### src/rtl/disk_block_seq.sv
module disk_block_seq #(
  parameter int BLK_W = 9,
  parameter int RETRIES = 64,
  parameter int SWAP_WAITS = 7,
  parameter int SWAP_TICKS = 256,
  parameter logic [15:0] MOTOR_PRESET = 16'hE800,
  localparam int POS_W = BLK_W - 1
) (
  input  logic             clk,
  input  logic             rst_n,
  input  logic             tick,
  input  logic             req,
  input  logic [1:0]       cmd,
  input  logic [BLK_W-1:0] blk,
  input  logic             unit,
  output logic             busy,
  output logic             done,
  output logic [1:0]       status,
  output logic             motor_en,
  output logic             drive_sel,
  input  logic             spinning,
  input  logic             wprot,
  output logic             seek_req,
  output logic [POS_W-1:0] seek_from,
  output logic [POS_W-1:0] seek_to,
  input  logic             seek_done,
  output logic             adr_req,
  input  logic             adr_done,
  input  logic             adr_err,
  input  logic [POS_W-1:0] adr_trk,
  input  logic [3:0]       adr_sec,
  output logic             xfer_req,
  output logic             xfer_write,
  output logic             xfer_half,
  input  logic             xfer_done,
  input  logic             xfer_err
);
  localparam int RC_W = $clog2(RETRIES + 1);
  localparam int SW_N = SWAP_WAITS * SWAP_TICKS;
  localparam int SW_W = $clog2(SW_N + 1);
  localparam logic [1:0] ST_OK = 2'b00, ST_IO = 2'b01, ST_WP = 2'b10;

  typedef enum logic [2:0] {S_IDLE, S_SWAP, S_SEEK, S_SPIN, S_ADR, S_XFER, S_FIN} state_t;

  state_t           st;
  logic [1:0]       cmd_q, sts_q;
  logic [BLK_W-1:0] blk_q;
  logic             unit_q, last_unit, spin_q, half_q, recal_q;
  logic [RC_W-1:0]  rc;
  logic [SW_W-1:0]  sw_cnt;
  logic [15:0]      mon;
  logic [POS_W-1:0] pos [2];
  logic [3:0]       sec0, want;
  logic             fail;

  assign sec0       = {blk_q[1:0], 1'b0, blk_q[2]};
  assign want       = sec0 + {2'b00, half_q, 1'b0};
  assign seek_to    = POS_W'(blk_q[BLK_W-1:3]);
  assign seek_from  = pos[unit_q];
  assign busy       = (st != S_IDLE);
  assign seek_req   = (st == S_SEEK);
  assign adr_req    = (st == S_ADR);
  assign xfer_req   = (st == S_XFER);
  assign xfer_write = ~cmd_q[0];
  assign xfer_half  = half_q;
  assign drive_sel  = unit_q;

  assign fail = (st == S_ADR && adr_done &&
                 (adr_err || (adr_trk == seek_to && adr_sec != want))) ||
                (st == S_XFER && xfer_done && xfer_err && cmd_q[0]);

  always_ff @(posedge clk or negedge rst_n) begin
    if (!rst_n) begin
      st        <= S_IDLE;
      cmd_q     <= '0;
      sts_q     <= ST_OK;
      blk_q     <= '0;
      unit_q    <= 1'b0;
      last_unit <= 1'b0;
      spin_q    <= 1'b0;
      half_q    <= 1'b0;
      recal_q   <= 1'b0;
      rc        <= '0;
      sw_cnt    <= '0;
      mon       <= '0;
      done      <= 1'b0;
      status    <= ST_OK;
      motor_en  <= 1'b0;
      for (int i = 0; i < 2; i++) pos[i] <= '0;
    end else begin
      done <= 1'b0;
      if (busy && tick) mon <= mon + 16'd1;
      case (st)
        S_IDLE: if (req) begin
          cmd_q     <= cmd;
          blk_q     <= blk;
          unit_q    <= unit;
          last_unit <= unit;
          spin_q    <= spinning;
          half_q    <= 1'b0;
          recal_q   <= 1'b0;
          rc        <= RC_W'(RETRIES);
          sw_cnt    <= '0;
          mon       <= MOTOR_PRESET;
          motor_en  <= 1'b1;
          if (unit != last_unit) st <= S_SWAP;
          else if (cmd == 2'd0)  st <= S_SPIN;
          else                   st <= S_SEEK;
        end
        S_SWAP: if (tick) begin
          sw_cnt <= sw_cnt + 1'b1;
          if (sw_cnt == SW_W'(SW_N - 1)) st <= (cmd_q == 2'd0) ? S_SPIN : S_SEEK;
        end
        S_SEEK: if (seek_done) begin
          pos[unit_q] <= seek_to;
          st          <= S_SPIN;
        end
        S_SPIN: if (spin_q || !mon[15]) begin
          if (!spin_q && !spinning) begin
            sts_q <= ST_IO;
            st    <= S_FIN;
          end else begin
            spin_q <= 1'b1;
            if (cmd_q == 2'd0) begin
              sts_q <= wprot ? ST_WP : ST_OK;
              st    <= S_FIN;
            end else begin
              st <= S_ADR;
            end
          end
        end
        S_ADR: if (adr_done && !adr_err && adr_trk != seek_to) begin
          pos[unit_q] <= adr_trk;
          st          <= S_SEEK;
        end else if (adr_done && !fail) begin
          st <= S_XFER;
        end
        S_XFER: if (xfer_done && xfer_err && !cmd_q[0]) begin
          sts_q <= ST_WP;
          st    <= S_FIN;
        end else if (xfer_done && !xfer_err) begin
          if (!half_q) begin
            half_q  <= 1'b1;
            rc      <= RC_W'(RETRIES);
            recal_q <= 1'b0;
            st      <= S_ADR;
          end else begin
            sts_q <= ST_OK;
            st    <= S_FIN;
          end
        end
        S_FIN: begin
          done     <= 1'b1;
          status   <= sts_q;
          motor_en <= 1'b0;
          st       <= S_IDLE;
        end
        default: st <= S_IDLE;
      endcase
      if (fail) begin
        if (rc != '0) begin
          rc <= rc - 1'b1;
          st <= S_ADR;
        end else if (!recal_q) begin
          recal_q     <= 1'b1;
          rc          <= RC_W'(RETRIES);
          pos[unit_q] <= (pos[unit_q] << 1) + POS_W'(16);
          st          <= S_SEEK;
        end else begin
          sts_q <= ST_IO;
          st    <= S_FIN;
        end
      end
    end
  end
endmodule

### config.mk
export PLATFORM = sky130hd
export DESIGN_NAME = disk_block_seq
export DESIGN_NICKNAME = d
export VERILOG_FILES = /design/src/rtl/disk_block_seq.sv
export SDC_FILE = /design/constraint.sdc
export NUM_CORES = 1
export LEC_CHECK = 0
export CAP_MARGIN = 20
export CELL_PAD_IN_SITES_DETAIL_PLACEMENT = 1
export CELL_PAD_IN_SITES_GLOBAL_PLACEMENT = 1
export CORE_MARGIN = 2
export CORE_UTILIZATION = 27
export CTS_CLUSTER_SIZE = 40
export DETAILED_ROUTE_END_ITERATION = 10
export DONT_BUFFER_PORTS = 1
export GPL_TIMING_DRIVEN = 0
export PLACE_DENSITY_LB_ADDON = 0.3
export SKIP_CTS_REPAIR_TIMING = 1
export SLEW_MARGIN = 20
export SYNTH_ARGS = -nofsm -noshare
export SYNTH_HDL_FRONTEND = slang
export SYNTH_SLANG_ARGS = --single-unit
### constraint.sdc
create_clock -name clk -period 3.2 [get_ports clk]
set_clock_uncertainty 0.05 [all_clocks]
set_input_delay 0.48 -clock clk [delete_from_list [all_inputs] [get_ports clk]]
set_output_delay 0.48 -clock clk [all_outputs]
set_load 0.05 [all_outputs]
==> results of run 1 <==
-- critical path: stages (launching register included) --
cell	delay [ns]
dfrtp_1	0.66
clkbuf_1	0.50
clkbuf_2	0.44
mux2_2	0.52
-- layout make-up --
cell class              count  area [um2]  area share
well taps                 188       235.2     0.04852
inverters                  21       78.83     0.01626
multi-input cells         334        2163      0.4462
flip-flops and latches     74        1852      0.3819
repair buffers              2       37.54    0.007742
plain buffers              24       128.9     0.02658
clock buffers              11       252.7     0.05213
clock inverters             5       100.1     0.02065
-- final timing paths --
check / slack (ns) / cells after the start / to / from
worst min register to register: 0.43 / 1 / pos[4] / pos[3]
worst min-delay path: 0.19 / 2 / blk_q[7] / blk[7]
worst max register to register: 0.30 / 7 / pos[13] / st[0]
min in group asynchronous: 0.62 / 2 / pos[15] / rst_n
max in group asynchronous: 2.14 / 2 / sw_cnt[6] / rst_n
worst max-delay path: 0.20 / 3 / seek_from[6] / last_unit
-- where the power goes --
part	internal [mW]	switching (mW)	total (mW)
clock network	0.801	0.401	1.20
logic	0.635	1.25	1.89
registers	1.23	0.402	1.63
total	2.66	2.05	4.72
-- sequential cells by signal, summed over array words and instances (netlist names), 2 cells and up --
register / cells
blk_q: 9
st: 3
mon: 16
rc: 7
pos: 16
cmd_q: 2
status: 2
sw_cnt: 11
sts_q: 2
-- layout by cell type, fill, tap and decap left out, drive strengths merged, types with 6 or more instances in the layout --
cell and n:
dfrtp 74, nand2 72, nor2 35, xor2 21, inv 21, clkbuf 21, mux2i 19, o21ai 17
nand3 15, buf 15, and2 14, xnor2 13, a21oi 13, mux2 11, nand4 11, and3 9
a221oi 6, nor3 6
-- metal layers --
layer	GRT usage	part of all wire	wire length, um
met1	0.1829	0.41	5059
met2	0.2646	0.50	6079
met3	0.06985	0.077	939
met4	0.04476	0.013	155
met5	0	0	0
-- cells by family after synthesis --
kind of cell,Yosys count,share of synthesized area
other,1,0.0008907
buffers and inverters,45,0.04903
and+or+nand+nor,188,0.2259
DFF,74,0.4398
AOI/OAI and AO/OA,76,0.1272
xor gates and xnor gates,34,0.07073
muxes,30,0.07459
adders and majority gates,4,0.01189
-- metrics by stage --
stage	instance area (um2)	total power [mW]
floorplan	4214	3.075
global placement	4449	3.443
detailed placement	4449	3.507
CTS	4802	4.749
global route	4848	5.044
finish	4848	4.716
==> results by group, run 1 <==
Status
  • Outcome: complete, no violations

STA
  • Setup_tns: 0 ns
  • Slew margin rel.: 0.2816
  • Worst Tran Pin Value: 1.050 ns
  • Fin crit share: 0.9367
  • Fmax: 333.6 MHz
  • Final WS setup: 0.2027 ns
  • Crit path time final: 2.997 ns
  • Hold Vio Cnt, Final: 0
  • Hold slack: 0.1867 ns
  • RSZ-0062 raised after global routing: no
  • Max Transition Viols Final: 0
  • Count of final setup violators: 0

CTS
  • Worst skew pair latency: 0.35 ns
  • Number of H-tree levels: 3
  • CTS max path bufs: 2
  • Clock sink total: 74
  • Num CTS Buffers: 9
  • Root buffer cell: clkbuf_16
  • CTS tree: done
  • Worst-path clk slew: 0.06 ns

Job
  • Maxcap violations: 0

Synth
  • Ys async rst share: 1.000
  • Synthesized flop and latch total: 74
  • Area leader, netlist: dfrtp_1
  • Netlist cell types: 62
  • Synthesized area: 4210 um2
  • Post-synth EDFFs: 0
  • Synth cell count leaders: 74 x dfrtp_1, 71 x nand2_1, 34 x nor2_1, 21 x xor2_1, 20 x inv_1
  • Synthesized instance count: 452
  • Area share of the leading cell type in the synthesized netlist: 0.4398
  • Ranking of synthesized cells by area: dfrtp_1 44%, nand2_1 6.3%, mux2i_1 4.5%, xor2_1 4.4%, nor2_1 3.0%
  • Post-Syn Area per Cell: 9.315 um2
  • Total number of yosys warnings: 0
  • Sequential-to-total area share from yosys stat: 0.4398
  • Count leader, synth: dfrtp_1
  • Ys flop type: dfrtp_1

Floorplanning
  • Die Area: 16,610 um2
  • Core Area: 15,200 um2
  • Die X: 128.9 um
  • Std-Cell Rows: 45
  • I/O pin count: 62
  • Initial core utilization: 0.2770
  • Die Ht: 128.9 um

Final layout
  • Syn-to-layout area delta: 15.16%
  • Nets: 505
  • Core Util, Final: 0.3189
  • Non-Filler Instances: 659
  • Filler cell count: 1,749
  • # diodes: 0
  • Fraction of layout cells with a size suffix above 1: 0.1189

Routing
  • Vias: 3,353
  • Vias per std cell: 5.088
  • DR pass1 iterations: 4
  • DR iter-0 viols: 116
  • WL/cell: 18.56 um
  • Antenna viol nets, final: 0
  • WL final: 12,230 um
  • DRC Markers: 0

Global route
  • First-pass GRT wire length: 19,920 um
  • Total Routing Usage GR: 0.1576
  • GR Overflow Total: 0
  • Vias in the first global route: 3,658
  • Initial antenna violation count: 0
  • Largest net degree at the start of global routing: 75

Placement
  • Routability cong.: 0.8081
  • HPWL Detailed: 9065 um
  • Port Buffers: 0
  • Dpl ws: 0.2565 ns
  • DP Cell Count: 641

Setup path
  • Critical path launch point type: register
  • Setup CP Type: reg2out
  • Data required time at the worst endpoint: 2.67 ns
  • Worst setup EP type: output port
  • Worst-path maximum fanout: 10
  • CP arrival: 2.47 ns

Worst hold path
  • Hold Crit Class: in2reg

Power
  • Peak VDD IR: 0.3205 mV
  • PD cells: 972.6 nW/um2
  • Lkg Pwr: 2.174 nW
No activity file was read; power rests on OpenSTA's default activity.
==> inputs of run 2 (changes only) <==
--- a/config.mk
+++ b/config.mk
@@ -15,6 +15,7 @@
 export DONT_BUFFER_PORTS = 1
 export GPL_TIMING_DRIVEN = 0
 export PLACE_DENSITY_LB_ADDON = 0.3
+export RECOVER_POWER = 100
 export SKIP_CTS_REPAIR_TIMING = 1
 export SLEW_MARGIN = 20
 export SYNTH_ARGS = -nofsm -noshare
==> run 2 against run 1 <==
Net effect: the flow now finishes with violations (max-capacitance violations, max-slew violations); core utilization down 0.38 points; largest power group unchanged; maximum frequency increased by 0.21%; register-to-register slack got worse by 0.06 ns; design area shrank 1.2%; final cell count unchanged; combinational power fell by 3%; flip-flop and latch count unchanged; sequential power is essentially flat; sequential share of layout area increased by 0.46 points.
==> results by group, run 2 (same netlist as run 1, synthesis figures left out) <==
Floorplanning
  • Die Area: 16,610 um2
  • Initial core utilization: 0.2770
  • Core Area: 15,200 um2
  • Die Ht: 128.9 um
  • Std-Cell Rows: 45
  • Die X: 128.9 um
  • I/O pin count: 62

Placement
  • DP Cell Count: 641
  • Routability cong.: 0.8081
  • Port Buffers: 0
  • Dpl ws: 0.2565 ns
  • HPWL Detailed: 9065 um

Global route
  • GR Overflow Total: 0
  • Initial antenna violation count: 0
  • Vias in the first global route: 3,658
  • Largest net degree at the start of global routing: 75
  • First-pass GRT wire length: 19,920 um
  • Total Routing Usage GR: 0.1576

Power
  • PnR Total Power: 4.661 mW
  • Lkg Pwr: 2.127 nW
  • Peak VDD IR: 0.3113 mV
  • PD cells: 972.9 nW/um2

Routing
  • WL/cell: 18.49 um
  • Uppermost routed layer: met4
  • Met3 wire len: 884 um
  • WL final: 12,190 um
  • WL met2: 6109 um
  • DR pass1 iterations: 5
  • DRC Markers: 0
  • DR iter-0 viols: 139
  • DRT met1 WL: 5154 um
  • Vias: 3,353
  • Vias per std cell: 5.088
  • Antenna viol nets, final: 0

STA
  • Fin crit share: 0.9347
  • Worst Tran Pin Value: 1.929 ns
  • Slew margin rel.: -0.2859
  • RSZ-0062 raised after global routing: no
  • Final WS setup: 0.2091 ns
  • Crit path time final: 2.991 ns
  • Hold Vio Cnt, Final: 0
  • Max Transition Viols Final: 75
  • Count of final setup violators: 0
  • Fmax: 334.3 MHz

CTS
  • Number of H-tree levels: 3
  • CTS max path bufs: 2
  • Worst-path clk slew: 0.06 ns
  • Clock sink total: 74
  • Num CTS Buffers: 9
  • CTS tree: done
  • Worst skew pair latency: 0.34 ns
  • Root buffer cell: clkbuf_16

Final layout
  • Nets: 505
  • Regs by FF count: mon x16, pos x16, sw_cnt x11
  • Non-Filler Instances: 659
  • # diodes: 0
  • Core Util, Final: 0.3151
  • Most frequent cells in the layout: 74 x dfrtp_1, 71 x nand2_1, 35 x nor2_1
  • Fraction of layout cells with a size suffix above 1: 0.08493
  • Commonest non-fill, non-tap cell in the layout: dfrtp_1
  • Syn-to-layout area delta: 13.79%

Job
  • Maxcap violations: 1

Setup path
  • Crit-path cells: clkbuf_1 > clkbuf_2 > mux2_2
  • Worst path max stage delay: 0.66 ns
  • R2r worst-path depth: 9
  • CP arrival: 2.46 ns
  • R2R setup slack: 0.24 ns
  • Worst-path maximum fanout: 10
  • Setup CP Type: reg2out
  • Critical path launch point type: register
  • Worst setup EP type: output port
  • Critical-path top delay cell: dfrtp_1
  • Data required time at the worst endpoint: 2.67 ns

Status
  • Outcome: complete, but fails checks
  • Failing checks: max-capacitance violations, max-slew violations

Worst hold path
  • Hold Crit Class: in2reg
  • Hold Path Stages: 2
## run 2: cell types whose count changed in the layout (fill, tap and decap cells not counted), sizes merged
cell / previous run / this run
clkbuf: 21 / 33
buf: 15 / 3
## run 2: worst paths after layout
kind,from,to
worst min register to register,pos[3],pos[4]
worst max register to register,st[1],pos[5]
worst min-delay path,blk[7],blk_q[7]
min in group asynchronous,rst_n,pos[15]
worst max-delay path,last_unit,seek_from[6]
max in group asynchronous,rst_n,mon[6]
## run 2: routing by layer
metal	vias to the layer above	global-route usage
met3	4	0.06985
met1	1688	0.1829
met4	0	0.04476
met5	-	0
met2	53	0.2646
li1	1608	-
## run 2: worst max-delay path, delay by kind of cell, from the launching register on
| family | cells | cell delay, ns |
|---|---|---|
| buffers and inverters | 2 | 0.93 |
| muxes | 1 | 0.52 |
| DFF | 1 | 0.66 |
## run 2: stage by stage
step / area (um2) / setup TNS [ns] / hold WS, ns
floorplan: 4214 / 0 / 0.1344
global placement: 4449 / 0 / 0.1369
detailed placement: 4449 / 0 / 0.1378
CTS: 4802 / -0.3114 / -0.2476
global route: 4791 / 0 / 0.1828
finish: 4791 / 0 / 0.1904
## run 2: where the power goes
group | switching [mW] | leakage, nW | internal (mW)
combinational | 1.25 | 1.00 | 0.590
clock | 0.397 | 0.176 | 0.801
sequential | 0.401 | 0.950 | 1.23
## run 2: area by class of cell
type | count | area (um2)
fillers | 1754 | 10410
multi-input cells | 334 | 2157
flip-flops and latches | 74 | 1852
clock buffers | 11 | 252.7
well taps | 188 | 235.2
clock inverters | 5 | 100.1
plain buffers | 24 | 100.1
inverters | 21 | 78.83
repair buffers | 2 | 15.01
